==> config.mk <==
export PLATFORM = sky130hd
export DESIGN_NAME = prio_vec_intc
export DESIGN_NICKNAME = d
export VERILOG_FILES = /design/src/rtl/intc_pkg.sv /design/src/rtl/intc_src_cond.sv /design/src/rtl/intc_arbiter.sv /design/src/rtl/intc_ack_fsm.sv /design/src/rtl/prio_vec_intc.sv
export SDC_FILE = /design/constraint.sdc
export NUM_CORES = 1
export LEC_CHECK = 0
export BUFFER_PORTS_ARGS = -buffer_cell sky130_fd_sc_hd__buf_2
export CORE_UTILIZATION = 65
export CTS_BUF_LIST = sky130_fd_sc_hd__clkbuf_4 sky130_fd_sc_hd__clkbuf_8
export DETAILED_ROUTE_END_ITERATION = 6
export HOLD_SLACK_MARGIN = 0.02
export PLACE_DENSITY_LB_ADDON = 0.12
export SYNTH_ARGS = -nofsm -noshare
export SYNTH_HDL_FRONTEND = slang
export SYNTH_SLANG_ARGS = --single-unit
==> constraint.sdc <==
create_clock -name clk -period 58.2 [get_ports clk]
set_input_delay 5.82 -clock clk [delete_from_list [all_inputs] [get_ports clk]]
set_output_delay 5.82 -clock clk [all_outputs]
set_load 0.01 [all_outputs]
==> src/rtl/intc_pkg.sv <==
package intc_pkg;

    localparam int CTRL_W   = 8;
    localparam int LVL_W    = 3;
    localparam int BIT_CLR  = 3;
    localparam int BIT_EN   = 4;
    localparam int BIT_ACT  = 5;
    localparam int BIT_MODE = 6;
    localparam int BIT_POL  = 7;

    typedef struct packed {
        logic             pol;        // 1: falling edge / low level
        logic             edge_mode;  // 1: edge sensing
        logic             en;
        logic [LVL_W-1:0] lvl;
    } src_cfg_t;

    typedef enum logic [1:0] {
        ACK_IDLE  = 2'd0,
        ACK_GRANT = 2'd1,
        ACK_SPUR  = 2'd2
    } ack_state_e;

endpackage

==> src/rtl/intc_src_cond.sv <==
module intc_src_cond
    import intc_pkg::*;
#(
    parameter int SYNC_STAGES = 2
) (
    input  logic              clk,
    input  logic              rst_n,
    input  logic              raw_in,
    input  logic              wr_sel,
    input  logic [CTRL_W-1:0] wdata,
    output src_cfg_t          cfg_o,
    output logic              active_o
);

    src_cfg_t               cfg_q;
    logic [SYNC_STAGES-1:0] sync_q;
    logic                   prev_q;
    logic                   pend_q;
    logic                   sync_s;
    logic                   edge_hit;
    logic                   clr_hit;
    logic                   unused_wbit;

    assign unused_wbit = wdata[BIT_ACT];
    assign sync_s      = sync_q[SYNC_STAGES-1];
    assign edge_hit    = cfg_q.pol ? (prev_q & ~sync_s) : (sync_s & ~prev_q);
    assign clr_hit     = wr_sel & wdata[BIT_CLR] & cfg_q.edge_mode;

    always_ff @(posedge clk) begin
        if (!rst_n) begin
            cfg_q <= '0;
        end else if (wr_sel) begin
            cfg_q.pol       <= wdata[BIT_POL];
            cfg_q.edge_mode <= wdata[BIT_MODE];
            cfg_q.en        <= wdata[BIT_EN];
            cfg_q.lvl       <= wdata[LVL_W-1:0];
        end
    end

    always_ff @(posedge clk) begin
        if (!rst_n) begin
            sync_q <= '0;
            prev_q <= 1'b0;
        end else begin
            sync_q <= {sync_q[SYNC_STAGES-2:0], raw_in};
            prev_q <= sync_s;
        end
    end

    always_ff @(posedge clk) begin
        if (!rst_n || !cfg_q.edge_mode) begin
            pend_q <= 1'b0;
        end else if (edge_hit) begin
            pend_q <= 1'b1;
        end else if (clr_hit) begin
            pend_q <= 1'b0;
        end
    end

    assign cfg_o    = cfg_q;
    assign active_o = cfg_q.edge_mode ? pend_q : (sync_s ^ cfg_q.pol);

endmodule

==> src/rtl/intc_arbiter.sv <==
module intc_arbiter
    import intc_pkg::*;
#(
    parameter  int N_SRC  = 16,
    localparam int CODE_W = $clog2(N_SRC)
) (
    input  logic [N_SRC-1:0]            req,
    input  logic [N_SRC-1:0][LVL_W-1:0] lvl,
    output logic                        any_o,
    output logic [LVL_W-1:0]            lvl_o,
    output logic [CODE_W-1:0]           code_o
);

    always_comb begin
        any_o  = 1'b0;
        lvl_o  = '0;
        code_o = '0;
        for (int i = 0; i < N_SRC; i++) begin
            if (req[i] && (lvl[i] != '0) && (lvl[i] >= lvl_o)) begin
                any_o  = 1'b1;
                lvl_o  = lvl[i];
                code_o = CODE_W'(i);
            end
        end
    end

endmodule

==> src/rtl/intc_ack_fsm.sv <==
module intc_ack_fsm
    import intc_pkg::*;
#(
    parameter int VEC_W = 8
) (
    input  logic             clk,
    input  logic             rst_n,
    input  logic             iack,
    input  logic             grant_ok,
    input  logic [VEC_W-1:0] vec_next,
    output logic             vec_valid,
    output logic [VEC_W-1:0] vec_out
);

    ack_state_e       state_q;
    ack_state_e       state_d;
    logic [VEC_W-1:0] vec_q;

    always_ff @(posedge clk) begin
        if (!rst_n) begin
            state_q <= ACK_IDLE;
        end else begin
            state_q <= state_d;
        end
    end

    always_comb begin
        state_d = state_q;
        unique case (state_q)
            ACK_IDLE:  if (iack) state_d = grant_ok ? ACK_GRANT : ACK_SPUR;
            ACK_GRANT: if (!iack) state_d = ACK_IDLE;
            ACK_SPUR:  if (!iack) state_d = ACK_IDLE;
            default:   state_d = ACK_IDLE;
        endcase
    end

    always_ff @(posedge clk) begin
        if (!rst_n) begin
            vec_q <= '0;
        end else if (state_q == ACK_IDLE && state_d == ACK_GRANT) begin
            vec_q <= vec_next;
        end
    end

    assign vec_valid = (state_q == ACK_GRANT);
    assign vec_out   = vec_valid ? vec_q : '0;

endmodule

==> src/rtl/prio_vec_intc.sv <==
module prio_vec_intc
    import intc_pkg::*;
#(
    parameter  int N_SRC  = 16,
    parameter  int VEC_W  = 8,
    localparam int ADDR_W = $clog2(N_SRC + 2),
    localparam int CODE_W = $clog2(N_SRC)
) (
    input  logic              clk,
    input  logic              rst_n,
    input  logic [N_SRC-1:0]  irq_in,
    input  logic              cfg_we,
    input  logic [ADDR_W-1:0] cfg_addr,
    input  logic [7:0]        cfg_wdata,
    input  logic [ADDR_W-1:0] cfg_raddr,
    output logic [7:0]        cfg_rdata,
    input  logic              iack,
    output logic [2:0]        cpu_ipl,
    output logic              vec_valid,
    output logic [VEC_W-1:0]  vec_out
);

    localparam logic [ADDR_W-1:0] GEN_ADDR  = ADDR_W'(N_SRC);
    localparam logic [ADDR_W-1:0] BASE_ADDR = ADDR_W'(N_SRC + 1);

    src_cfg_t [N_SRC-1:0]            cfg_w;
    logic     [N_SRC-1:0]            active_w;
    logic     [N_SRC-1:0]            req_w;
    logic     [N_SRC-1:0][LVL_W-1:0] lvl_w;
    logic                            req_any;
    logic     [LVL_W-1:0]            win_lvl;
    logic     [CODE_W-1:0]           win_code;
    logic                            master_q;
    logic     [VEC_W-1:0]            vbase_q;
    logic     [2:0]                  ipl_q;

    for (genvar g = 0; g < N_SRC; g++) begin : g_src
        intc_src_cond #(.SYNC_STAGES(2)) u_src (
            .clk      (clk),
            .rst_n    (rst_n),
            .raw_in   (irq_in[g]),
            .wr_sel   (cfg_we && (cfg_addr == ADDR_W'(g))),
            .wdata    (cfg_wdata),
            .cfg_o    (cfg_w[g]),
            .active_o (active_w[g])
        );
        assign req_w[g] = active_w[g] & cfg_w[g].en;
        assign lvl_w[g] = cfg_w[g].lvl;
    end

    intc_arbiter #(.N_SRC(N_SRC)) u_arb (
        .req    (req_w),
        .lvl    (lvl_w),
        .any_o  (req_any),
        .lvl_o  (win_lvl),
        .code_o (win_code)
    );

    always_ff @(posedge clk) begin
        if (!rst_n) begin
            master_q <= 1'b0;
            vbase_q  <= '0;
        end else if (cfg_we) begin
            if (cfg_addr == GEN_ADDR)  master_q <= cfg_wdata[0];
            if (cfg_addr == BASE_ADDR) vbase_q  <= VEC_W'(cfg_wdata);
        end
    end

    always_ff @(posedge clk) begin
        if (!rst_n) begin
            ipl_q <= '0;
        end else begin
            ipl_q <= master_q ? 3'(win_lvl) : 3'd0;
        end
    end

    intc_ack_fsm #(.VEC_W(VEC_W)) u_ack (
        .clk       (clk),
        .rst_n     (rst_n),
        .iack      (iack),
        .grant_ok  (master_q && req_any),
        .vec_next  (vbase_q + VEC_W'(win_code)),
        .vec_valid (vec_valid),
        .vec_out   (vec_out)
    );

    always_comb begin
        cfg_rdata = '0;
        for (int i = 0; i < N_SRC; i++) begin
            if (cfg_raddr == ADDR_W'(i)) begin
                cfg_rdata = {cfg_w[i].pol, cfg_w[i].edge_mode, active_w[i],
                             cfg_w[i].en, 1'b0, cfg_w[i].lvl};
            end
        end
        if (cfg_raddr == GEN_ADDR)  cfg_rdata = {7'd0, master_q};
        if (cfg_raddr == BASE_ADDR) cfg_rdata = 8'(vbase_q);
    end

    assign cpu_ipl = ipl_q;

endmodule

== Yosys cells after proc, flatten, opt, wreduce, memory -nomap -nowiden ==
Cells that the tools add are included.
Word-level totals
  flip-flop bits (word level): 182
  bits in latches: 0
  output and inout bits: 20
  memory bits (writable): 0
  memories kept: 0
  logic and storage cells: 555
  ROM bits: 0
  input bits: 38
Cells by class
  multiplexer cells: 134
  equality and inequality tests: 37
  $add $sub $neg: 1
  reduce and logical (&&, ||, !) cells: 122
  multiply operators: 0
  bitwise operators: 128
  $lt $le $gt $ge: 16
  shift-type cells: 0
  div/mod/pow operators: 0
Operator list (count)
  8-bit two-way mux: 19
  1-bit two-way mux: 81
  1-bit bitwise AND: 80
  5-bit by 4-bit == test with 1-bit output (second input constant): 16
  3-bit two-way mux: 20
  1-bit logical AND: 50
  3-bit nonzero test: 16
  3-bit >= comparator: 15
  5-bit by 3-bit == test with 1-bit output (second input constant): 8
  4-bit two-way mux: 8
  1-bit inverter: 32
  2-bit nonzero test: 16
  5-bit by 2-bit == test with 1-bit output (second input constant): 4
  5-bit == test (second input constant): 4
  1-bit logical NOT: 17
  1-bit logical OR: 16
  1-bit XOR: 16
  5-bit by 1-bit == test with 1-bit output (second input constant): 2
  5-bit logical NOT: 2
  2-bit two-way mux: 5
  8-bit by 4-bit adder with 8-bit output: 1
  2-bit AND reduction: 3
  2-bit by 1-bit == test with 1-bit output (second input constant): 2
  2-bit case mux with 2 select lines: 1
  other kinds (4): 4

== Logic depth before layout (Yosys ltp) ==
Gate-level depths: netlist of run 1.
  depth in word-level cells: 57
  mapped depth: 107
  mapped depth without buffers: 106

== Hierarchy ==
From an unflattened synthesis of run 1, not the netlist that was laid out.
Second synthesis, totals
  cells, all modules: 1308
  area, all modules: 11442.2 µm²
By module, submodules not included
  intc_src_cond: cells an instance 33, area an instance 376.6 µm², instances 16
  intc_arbiter: cells an instance 369, area an instance 2491.1 µm², instances 1
  prio_vec_intc: cells an instance 347, area an instance 2373.5 µm², instances 1
  intc_ack_fsm: cells an instance 64, area an instance 551.8 µm², instances 1

== Least setup slack after synthesis of run 1 ==
Ideal clock, no wire load.
  path kind: reg-to-reg
  from: register g_src[0].u_src.cfg_q, in the netlist g_src[0].u_src.cfg_o[5]
  to: register u_ack.vec_q[7]
  required time: 58.128 ns
  arrival time: 22.156 ns
  cell stages (with the launch flop): 104
  buffers on the path: 1
  slack: 35.973 ns
  library setup time: 0.072 ns
  cell sequence: dfxtp_1 -> xor2_1 -> o211a_1 -> and2_1 -> ha_1 -> nand2b_1 -> a31oi_1 -> nor3_1 -> mux2_2 -> ha_1 -> nand2b_1 -> o21a_1 -> o21ai_0 -> a211o_1 -> mux2_2 -> ha_1 -> nor2_1 -> nor4_1 -> (+68 left out) -> a211oi_2 -> a21oi_1 -> ha_1 -> nand2b_1 -> a21o_1 -> a21oi_1 -> nor3_1 -> inv_1 -> o21a_1 -> o211ai_2 -> or3_1 -> ha_1 -> nor2b_1 -> o21a_1 -> nand3_1 -> xnor2_1 -> nand2_1 -> mux2i_1
On the way
  longest elaborated chain between the ends: 57
RTL lines
  from (decl): line intc_src_cond.sv:15  | src_cfg_t cfg_q;
  1-bit XOR *: line intc_src_cond.sv:61  | assign active_o = cfg_q.edge_mode ? pend_q : (sync_s ^ cfg_q.pol);
  1-bit two-way mux *: line intc_src_cond.sv:61
  1-bit bitwise AND *: line prio_vec_intc.sv:47  | assign req_w[g] = active_w[g] & cfg_w[g].en;
  1-bit logical AND * (2 in series): line intc_arbiter.sv:19  | if (req[i] && (lvl[i] != '0) && (lvl[i] >= lvl_o)) begin
  3-bit two-way mux: line intc_arbiter.sv:19
  3-bit >= comparator: line intc_arbiter.sv:19
  1-bit logical AND: line intc_arbiter.sv:19
  3-bit two-way mux: line intc_arbiter.sv:19
  (+39 left out)
  3-bit >= comparator: line intc_arbiter.sv:19
  1-bit logical AND: line intc_arbiter.sv:19
  1-bit two-way mux: line intc_arbiter.sv:19
  1-bit logical AND: line prio_vec_intc.sv:81  | .grant_ok (master_q && req_any),
  2-bit two-way mux (2 in series): line intc_ack_fsm.sv:30  | ACK_IDLE: if (iack) state_d = grant_ok ? ACK_GRANT : ACK_SPUR;
  2-bit case mux with 2 select lines: line intc_ack_fsm.sv:29  | unique case (state_q)
  2-bit by 1-bit == test with 1-bit output: line intc_ack_fsm.sv:40  | end else if (state_q == ACK_IDLE && state_d == ACK_GRANT) begin
  1-bit logical AND: line intc_ack_fsm.sv:40
  to (signal assigned): line intc_ack_fsm.sv:41  | vec_q <= vec_next;
  to (decl): line intc_ack_fsm.sv:17  | logic [VEC_W-1:0] vec_q;
Mark *: on every way between the ends. The rest lies on a longest branch, timed or not.
A chain may end at the register's enable or synchronous reset.

== Final worst setup path of run 1 ==
Same ends and word-level chain as after synthesis.

==> results of run 1 <==
[per-stage QoR]
step	cells	instance area [sq um]	total power [uW]	util, %
2_1_floorplan	1212	10600	140	-
3_3_place_gp	1442	11000	145	69.1
3_5_place_dp	1442	11000	145	69.1
4_1_cts	1473	11400	228	71.7
5_1_grt	1473	11400	235	71.7
6_report	1474	11400	229	71.7
[synth_stat cells, types with 6 or more instances]
| library cell | instances |
|---|---|
| a211oi_1 | 12 |
| a21boi_0 | 9 |
| a21o_1 | 13 |
| a21oi_1 | 35 |
| a221oi_1 | 13 |
| a22oi_1 | 24 |
| a31oi_1 | 19 |
| and2_1 | 63 |
| clkbuf_1 | 47 |
| dfxtp_1 | 182 |
| ha_1 | 33 |
| inv_1 | 37 |
| mux2_2 | 17 |
| mux2i_1 | 114 |
| nand2_1 | 116 |
| nand2b_1 | 30 |
| nand3_1 | 25 |
| nand3b_1 | 13 |
| nor2_1 | 61 |
| nor2b_1 | 122 |
| nor3_1 | 27 |
| nor3b_1 | 9 |
| o211ai_1 | 9 |
| o21ai_0 | 29 |
| o31a_1 | 6 |
| o31ai_1 | 10 |
| or3_1 | 6 |
| or3b_2 | 11 |
| xnor2_1 | 18 |
[worst max-delay path: cells and delay by family, from the launching register on]
family | cells | cell delay, ps
simple gates | 36 | 6090
compound gates | 29 | 6450
fa+ha+maj | 21 | 6090
mux | 13 | 4660
buf+inv | 2 | 330
flops | 1 | 370
xor+xnor | 2 | 370
[cell families (layout without fill, tap and decap cells)]
family / after synthesis / count (layout) / share of synthesized area, %
buf+inv: 86 / 131 / 3.09
flops: 182 / 182 / 34.5
other cells: 0 / 1 / 0
xor+xnor: 23 / 23 / 1.91
mux: 133 / 133 / 12.9
compound gates: 241 / 241 / 16.8
fa+ha+maj: 39 / 39 / 4.57
simple gates: 508 / 508 / 26.2
[sequential cells by signal (all words and copies together), names as in the netlist]
name,count
cpu_ipl,3
g_src.u_src.cfg_o,96
g_src.u_src.pend_q,16
g_src.u_src.prev_q,16
g_src.u_src.sync_q,32
master_q,1
u_ack.state_q,2
u_ack.vec_q,8
vbase_q,8
[layer usage]
layer | GRT usage (%) | routed length (microns) | vias to the layer above
li1 | - | - | 4403
met1 | 46.9 | 12400 | 4297
met2 | 51.9 | 12000 | 401
met3 | 5.78 | 2180 | 65
met4 | 11.7 | 631 | 2
met5 | 0 | 14 | -
[worst max-delay path by stage]
stage | startpoint | endpoint | slack [ps] | depth (start not counted)
3_5_place_dp | g_src[0].u_src.cfg_o[5] | u_ack.vec_q[7] | 34050 | 103
6_report | g_src[0].u_src.cfg_o[5] | u_ack.vec_q[7] | 33720 | 103
5_1_grt | g_src[0].u_src.cfg_o[5] | u_ack.vec_q[7] | 31970 | 103
2_1_floorplan | g_src[0].u_src.cfg_o[5] | u_ack.vec_q[7] | 35970 | 103
3_3_place_gp | g_src[0].u_src.cfg_o[5] | u_ack.vec_q[7] | 34760 | 103
4_1_cts | g_src[0].u_src.cfg_o[5] | u_ack.vec_q[7] | 33910 | 103
[cell usage in the layout, fill, tap and decap left out, types with 10 or more instances in the layout]
| master | instances |
|---|---|
| o31ai_1 | 10 |
| a31oi_1 | 19 |
| and2_1 | 63 |
| or3b_2 | 11 |
| o21ai_0 | 29 |
| nand2b_1 | 30 |
| inv_1 | 37 |
| nor2_1 | 61 |
| clkbuf_8 | 17 |
| nand2_1 | 116 |
| mux2i_1 | 114 |
| nor2b_1 | 122 |
| buf_2 | 56 |
| a21oi_1 | 35 |
| a21o_1 | 13 |
| ha_1 | 33 |
| nor3_1 | 27 |
| nand3_1 | 25 |
| mux2_2 | 17 |
| a22oi_1 | 24 |
| a211oi_1 | 12 |
| xnor2_1 | 18 |
| dfxtp_1 | 182 |
| nand3b_1 | 13 |
| a221oi_1 | 13 |
[area by class of cell]
cell class	instances	area (sq um)
Fill cell	1258	4500
Inverter	37	139
Tap cell	216	270
Multi-Input combinational cell	944	6600
Antenna cell	1	2.50
Sequential cell	182	3640
Clock buffer	17	234
Timing Repair Buffer	63	333
Clock inverter	14	165
[power by group through the flow]
| stage | Sequential (uW) | Clock [uW] | Combinational [uW] |
|---|---|---|---|
| after floorplan | 130 | 0 | 9.90 |
| after global placement | 131 | 0 | 14.0 |
| after detailed placement | 131 | 0 | 14.3 |
| after CTS | 128 | 86.1 | 14.3 |
| after global routing | 128 | 91.5 | 15.7 |
| final | 128 | 86.0 | 14.6 |
==> out/metrics.yaml, run 1 <==
sta:
  setup_ws_ps: 33720
  setup_viol: 0
  max_freq_mhz: 40.8
  period_share_pct: 42.1
  setup_tns_ps: 0
  period_needed_ps: 24480
  worst_pin_slew_ps: 1060
  clock_skew_ps: 21.0
  drv_slew: 0
  whs_ps: 440
  max_slew_margin_pct: 28.7
  hold_violations: 0
  rsz0062_at_grt: "false"
worst_setup_path:
  cp_max_fo: 7
  reg2reg_depth: 103
  required_ps: 58620
  crit_arrival_ps: 24900
  cpMaxStageDelayCell: "nor3_1"
  cp-start-kind: "flip-flop"
  critPathMaxStageDelay_ps: 500
  regToRegStartpoint: "g_src[0].u_src.cfg_o[5]"
  cp-end-kind: "flip-flop"
  worstReg2RegEnd: "u_ack.vec_q[7]"
  cpMostUsedCell: "ha_1"
  rrSetupSlack_ps: 33720
  path_class: "flip-flop to flip-flop"
layout:
  nets: 1317
  area_growth_pct: 7.79
  drive_gt1_share_pct: 11.5
global_routing:
  grt_pass1_wl_microns: 43000
  grt_start_max_net_pins: 106
  first_global_vias: 8141
  grt_usage_pct: 33.5
  grt_remaining_overflow: 0
  antenna_found_initial: 1
route:
  avgRoutedWirePerCell_microns: 18.5
  vias_per_cell: 6.22
  wirelength_microns: 27200
  remaining_drc_errors: 0
  firstDrtPassIters: 5
  ant_nets: 0
  num_vias: 9168
  drt_iter0_drc: 770
hold_path:
  holdCritStartpoint: "g_src[2].u_src.sync_q[0]"
  hold_end: "g_src[2].u_src.sync_q[1]"
  hold_path_depth: 1
  hold_class: "flip-flop to flip-flop"
synthesis:
  synth_nets: 1284
  syn_avg_cell_area_sq_um: 8.72
  async_flop_share_pct: 0
  yosys_most_used_dff: "dfxtp_1"
  synth_area_sq_um: 10600
  ys_types: 77
  synth_edf_count: 0
  yosys_warnings: 0
  synth_top_area_share_pct: 34.5
  synth_top_area_cell: "dfxtp_1"
  synth_area_leaders: "dfxtp_1 34%, mux2i_1 11%, nor2b_1 7.2%"
  synthCells: 1212
  ys_ff_latch: 182
  seq_area_frac_synth_pct: 34.5
power:
  power_leakage_uw: 0.00458
  internal-power_uw: 165
  switching_power_uw: 63.9
  ir_worst_vdd_mv: 0.0203
  comb_power_share_pct: 6.4
  pwr-share-clk_pct: 37.6
  seqPwrFrac_pct: 56.0
  p_sw_share_pct: 27.9
  p_per_area_nw_per_um2: 20.1
status:
  status: "complete, no violations"
clock_tree:
  path_clk_slew_ps: 110
  cts_buffers: 17
  post_cts_buffers: 0
  cts_resized: 0
  tritoncts: "built"
  cts_hold_buf: 0
  clockBufferDepth: 2
  htreeDepth: 4
  clock_latency_ps: 490
  cts-root-buf: "clkbuf_8"
  clock_sinks: 182
placed_design:
  dp_slack_ps: 34050
  routabilityCongestion: 0.900
  dp_hpwl_microns: 20000
  io_buffers: 57
floorplan:
  die_h_microns: 129
  die_x_microns: 129
  initial_core_util_pct: 66.5
  ioPinCount: 58
  rows: 46
  core_sq_um: 15900
  fp.dieArea_sq_um: 16800
job:
  drv_cap: 0
Note: power is estimated with default switching activity, not from simulation.
==> inputs of run 2 (changes only) <==
ABC_AREA = 1   (was default)
CORE_UTILIZATION = 58   (was 65)
clock period = 21 ns   (was 58.2 ns; I/O delays follow)
==> run 2 against run 1 <==
  * Synthesized area down 3.5%
  * Clock power rose to 3.1 times the previous value
  * Highest routed layer is now met4
  * Synthesized cell count up 22%
  * Via count up 5.4%
  * Design area down 3.2%
  * Register-to-register slack worse by 30000 ps
  * Hold slack worse by 21 ps
==> out/metrics.yaml, run 2 <==
route:
  avgRoutedWirePerCell_microns: 15.0
  drt_iter0_drc: 808
  ant_nets: 0
  firstDrtPassIters: 5
  wirelength_microns: 26400
  vias_per_cell: 5.50
  remaining_drc_errors: 0
  num_vias: 9666
placed_design:
  dp_hpwl_microns: 20000
  dpl.cell_count: 1725
  routabilityCongestion: 0.909
  dp_slack_ps: 3800
  io_buffers: 57
clock_tree:
  cts-root-buf: "clkbuf_8"
  clock_latency_ps: 470
  clockBufferDepth: 2
  cts_resized: 0
  cts_hold_buf: 0
  post_cts_buffers: 0
  path_clk_slew_ps: 100
  clock_sinks: 182
  cts_buffers: 17
  tritoncts: "built"
  htreeDepth: 4
global_routing:
  antenna_found_initial: 0
  grt_remaining_overflow: 0
  grt_start_max_net_pins: 101
  grt_usage_pct: 30.1
  first_global_vias: 8483
  grt_pass1_wl_microns: 42800
worst_setup_path:
  cpMostUsedCell: "o21ai_0"
  path_class: "flip-flop to flip-flop"
  cp-end-kind: "flip-flop"
  reg2reg_depth: 136
  cp_max_fo: 8
  cpMaxStageDelayCell: "fa_1"
  worstReg2RegEnd: "u_ack.vec_q[6]"
  required_ps: 21360
  cp_num_buf_inv: 18
  crit_arrival_ps: 17680
  rrSetupSlack_ps: 3680
  critPathMaxStageDelay_ps: 390
  critPathTopFamily: "simple AND/OR/NAND/NOR gates"
  regToRegStartpoint: "g_src[0].u_src.cfg_o[5]"
  cp-start-kind: "flip-flop"
layout:
  n_fill_cell: 1585
  fin_cells: 1756
  nets: 1591
  final_core_util_pct: 63.9
  area_growth_pct: 8.06
  largest_register_ffs: 96
  n_antenna_cell: 0
  final_cell_mix: "256 x inv_1, 248 x nand2_1, 191 x o21ai_0"
  layout_commonest_cell: "inv_1"
  drive_gt1_share_pct: 12.4
synthesis:
  seq_area_frac_synth_pct: 35.7
  synth_area_leaders: "dfxtp_1 36%, inv_1 9.4%, o21ai_0 9.4%"
  synth_edf_count: 0
  ys_ff_latch: 182
  yosys_most_used_dff: "dfxtp_1"
  async_flop_share_pct: 0
  synth.most_common_cell: "inv_1"
  syn_avg_cell_area_sq_um: 6.87
  synth_area_sq_um: 10200
  synthCells: 1483
  ys_top_cells_by_count: "256 x inv_1, 248 x nand2_1, 191 x o21ai_0"
  yosys_warnings: 0
  synth_top_area_share_pct: 35.7
  synth_nets: 1555
  ys_types: 48
  synth_top_area_cell: "dfxtp_1"
power:
  power_leakage_uw: 0.00481
  ir_worst_vdd_mv: 0.0672
  p_per_area_nw_per_um2: 60.5
sta:
  period_share_pct: 82.5
  rsz0062_at_grt: "false"
  worst_pin_slew_ps: 921
  max_freq_mhz: 57.7
  setup_viol: 0
  setup_tns_ps: 0
  setup_ws_ps: 3680
  clock_skew_ps: 12.0
  drv_slew: 0
  hold_violations: 0
  period_needed_ps: 17320
  max_slew_margin_pct: 38.6
hold_path:
  holdCritStartpoint: "g_src[13].u_src.sync_q[0]"
  hold_class: "flip-flop to flip-flop"
  hold_path_depth: 2
  hold_end: "g_src[13].u_src.sync_q[1]"
status:
  status: "complete, no violations"
job:
  drv_cap: 0
floorplan:
  initial_core_util_pct: 59.1
  die_x_microns: 135
  ioPinCount: 58
  rows: 48
  core_sq_um: 17200
  die_h_microns: 135
  fp.dieArea_sq_um: 18100
## run 2: final cells by class
class / instances / area, sq um / share of cell area (%)
multi-input combinational: 993 / 5350 / 48.6
sequential: 182 / 3640 / 33.1
inverter: 266 / 998 / 9.06
timing repair buffer: 59 / 303 / 2.75
tap: 225 / 282 / 2.56
clock buffer: 21 / 264 / 2.40
clock inverter: 10 / 173 / 1.57
## run 2: kinds of logic (layout without fill, tap and decap cells)
kind of cell | Yosys count | in the layout | share of synthesized area (%)
simple gates | 567 | 567 | 27.0
compound gates | 387 | 387 | 20.8
buf+inv | 308 | 356 | 11.7
flops | 182 | 182 | 35.7
fa+ha+maj | 34 | 34 | 4.25
xor+xnor | 5 | 5 | 0.430
## run 2: layer usage
| metal | global-route usage, % | routed length, microns | up-vias |
|---|---|---|---|
| met5 | 0 | 0 | - |
| met3 | 5.63 | 1990 | 44 |
| met2 | 44.6 | 11100 | 357 |
| met1 | 43.1 | 12700 | 4368 |
| li1 | - | - | 4897 |
| met4 | 11.6 | 655 | 0 |
## run 2: power by group
part	total, uW	leakage [uW]	internal [uW]	switching (uW)
sequential	355	0.00148	351	4.04
clock	263	0.000223	136	127
combinational	48.2	0.00311	13.8	34.3
total	666	0.00481	501	165
## run 2: tightest hold or removal path, delay by kind of cell, from the launching register on
| kind | cells | cell delay [ps] |
|---|---|---|
| flip-flops | 1 | 320 |
| buffers and inverters | 1 | 40 |
| AND/OR/NAND/NOR | 1 | 40 |
## run 2: worst max path at each step
stage,cells past startpoint,startpoint,to
after global placement,133,g_src[0].u_src.cfg_o[5],u_ack.vec_q[6]
after detailed placement,136,g_src[0].u_src.cfg_o[5],u_ack.vec_q[6]
after CTS,136,g_src[0].u_src.cfg_o[5],u_ack.vec_q[6]
after global routing,134,g_src[0].u_src.cfg_o[5],u_ack.vec_q[6]
final,136,g_src[0].u_src.cfg_o[5],u_ack.vec_q[6]
after floorplan,133,g_src[0].u_src.cfg_o[5],u_ack.vec_q[6]
## run 2: metrics by stage
stage | hold WS, ps | cell area (sq um) | total power [uW]
2_1_floorplan | 390 | 10200 | 394
3_3_place_gp | 393 | 10600 | 409
3_5_place_dp | 400 | 10600 | 410
4_1_cts | 421 | 11000 | 668
5_1_grt | 434 | 11000 | 690
6_report | 419 | 11000 | 666
==> inputs of run 3 (changes only) <==
ABC_AREA = 0   (was 1)
clock period = 14.97 ns   (was 21 ns; I/O delays follow)
==> run 3 against run 2 <==
  * The run now ends with setup timing left
  * Final cell count shrank 4.5%
  * First-iteration DRC count grew 23%
  * Sequential share of layout area shrank 6.6 points
  * Total power grew 35%
  * Flip-flop and latch count is the same
  * Combinational power grew 32%
  * Design area grew 25%
  * Clock power grew 29%
  * Clock skew grew 2.6 ps
  * Maximum frequency shrank 17%
  * Utilization grew 15 points
  * Critical path type unchanged
  * Largest cell class unchanged
  * Highest routed layer unchanged
==> out/metrics.yaml, run 3 (synthesis gave the netlist of run 1 again) <==
floorplan:
  ioPinCount: 58
  fp.dieArea_sq_um: 18800
  rows: 48
  die_h_microns: 137
  core_sq_um: 17500
  initial_core_util_pct: 60.2
  die_x_microns: 137
route:
  vias_per_cell: 6.13
  firstDrtPassIters: 6
  wirelength_microns: 32700
  drt-met1-wl_microns: 14100
  drt_iter0_drc: 997
  dr_wl_met2_microns: 14900
  maxUsedRoutingLayer: "met4"
  num_vias: 10300
  wl_met3_microns: 2610
  avgRoutedWirePerCell_microns: 19.5
  ant_nets: 0
  remaining_drc_errors: 0
global_routing:
  grt_start_max_net_pins: 106
  grt_pass1_wl_microns: 49100
  first_global_vias: 9534
  grt_remaining_overflow: 0
  antenna_found_initial: 0
  grt_usage_pct: 34.2
layout:
  final_cell_mix: "193 x buf_4, 180 x dfxtp_1, 118 x nor2b_1"
  nets: 1512
  layout_commonest_cell: "buf_4"
  largest_register_ffs: 96
  fin_cells: 1677
  area_growth_pct: 30.6
  n_antenna_cell: 0
  drive_gt1_share_pct: 30.9
placed_design:
  dp_slack_ps: -5620
  dpl.cell_count: 1591
  routabilityCongestion: 0.937
  io_buffers: 57
  dp_hpwl_microns: 22600
power:
  internal-power_uw: 681
  power_leakage_uw: 0.00583
  switching_power_uw: 219
  ir_worst_vdd_mv: 0.0848
  p_sw_share_pct: 24.3
  pwr-share-clk_pct: 37.7
  comb_power_share_pct: 7.1
  p_per_area_nw_per_um2: 65.2
  seqPwrFrac_pct: 55.3
sta:
  whs_ps: 435
  hold_violations: 0
  setup_ws_ps: -5830
  setup_viol: 13
  drv_slew: 0
  clock_skew_ps: 14.7
  max_freq_mhz: 48.1
  max_slew_margin_pct: 31.2
  period_share_pct: 139
  worst_pin_slew_ps: 1030
  rsz0062_at_grt: "true"
  period_needed_ps: 20800
hold_path:
  hold_path_depth: 1
  hold_class: "flip-flop to flip-flop"
  holdCritStartpoint: "g_src[11].u_src.sync_q[0]"
  hold_end: "g_src[11].u_src.sync_q[1]"
worst_setup_path:
  regToRegStartpoint: "g_src[0].u_src.sync_q[1]"
  crit_arrival_ps: 21210
  cp-start-kind: "flip-flop"
  required_ps: 15370
  reg2reg_depth: 103
  rrSetupSlack_ps: -5830
  critPathMaxStageDelay_ps: 410
  worstReg2RegEnd: "u_ack.vec_q[5]"
  cp-end-kind: "flip-flop"
  cp_max_fo: 4
  path_class: "flip-flop to flip-flop"
  cpMaxStageDelayCell: "or3_4"
clock_tree:
  cts_buffers: 17
  clock_sinks: 182
  cts_hold_buf: 0
  cts-root-buf: "clkbuf_8"
  htreeDepth: 4
  clock_latency_ps: 480
  clockBufferDepth: 2
  tritoncts: "built"
  path_clk_slew_ps: 90
status:
  violations: "setup timing"
  status: "finished, violations left"
job:
  drv_cap: 0
==> run 3: worst max-delay path by stage <==
stage | to | cells past startpoint | slack (ps) | from
floorplan | u_ack.vec_q[7] | 104 | -5240 | g_src[0].u_src.sync_q[1]
global placement | u_ack.vec_q[7] | 103 | -4890 | g_src[0].u_src.sync_q[1]
detailed placement | u_ack.vec_q[7] | 103 | -5620 | g_src[0].u_src.sync_q[1]
CTS | u_ack.vec_q[7] | 103 | -5390 | g_src[0].u_src.sync_q[1]
global route | u_ack.vec_q[5] | 105 | -6520 | g_src[0].u_src.sync_q[1]
finish | u_ack.vec_q[5] | 103 | -5830 | g_src[0].u_src.sync_q[1]
==> run 3: per-layer routing <==
metal | global-route usage, % | up-vias
li1 | - | 4805
met1 | 46.1 | 4888
met2 | 54.6 | 487
met3 | 5.33 | 102
met4 | 13.4 | 0
met5 | 0 | -
==> run 3: area by class of cell <==
class | count | area [sq um]
multi-input cells | 944 | 7500
flip-flops and latches | 182 | 3650
well taps | 225 | 282
clock inverters | 8 | 100
repair buffers | 258 | 1840
fillers | 1138 | 3740
clock buffers | 23 | 292
inverters | 37 | 139
==> run 3: timing repair <==
item	CTS	global route
gates resized for setup	23	47
endpoints found under the setup margin	13	13
cloned	0	0
setup buffers	39	22
pin swaps	2	16
==> run 3: worst max-delay path: cells and delay by family (launching register included) <==
kind	cells	cell delay, ps
compound gates	31	5390
xor+xnor	2	330
simple gates	32	4220
fa+ha+maj	21	5500
mux	14	4520
flops	1	340
buf+inv	3	410
==> run 3: through the flow <==
step	setup TNS [ps]	util, %	cell area, sq um	power (uW)
global route	-76000	78.7	13800	922
floorplan	-58970	-	11100	546
detailed placement	-64890	71.9	12600	568
CTS	-62960	76.5	13400	894
global placement	-56040	71.9	12600	567
finish	-67430	78.7	13800	900
==> run 3: power groups by stage <==
stage | logic (uW) | clock network, uW | registers [uW]
finish | 63.7 | 339 | 497
global route | 67.6 | 357 | 498
floorplan | 39.4 | 0 | 507
detailed placement | 59.8 | 0 | 508
CTS | 61.0 | 336 | 497
global placement | 58.9 | 0 | 508
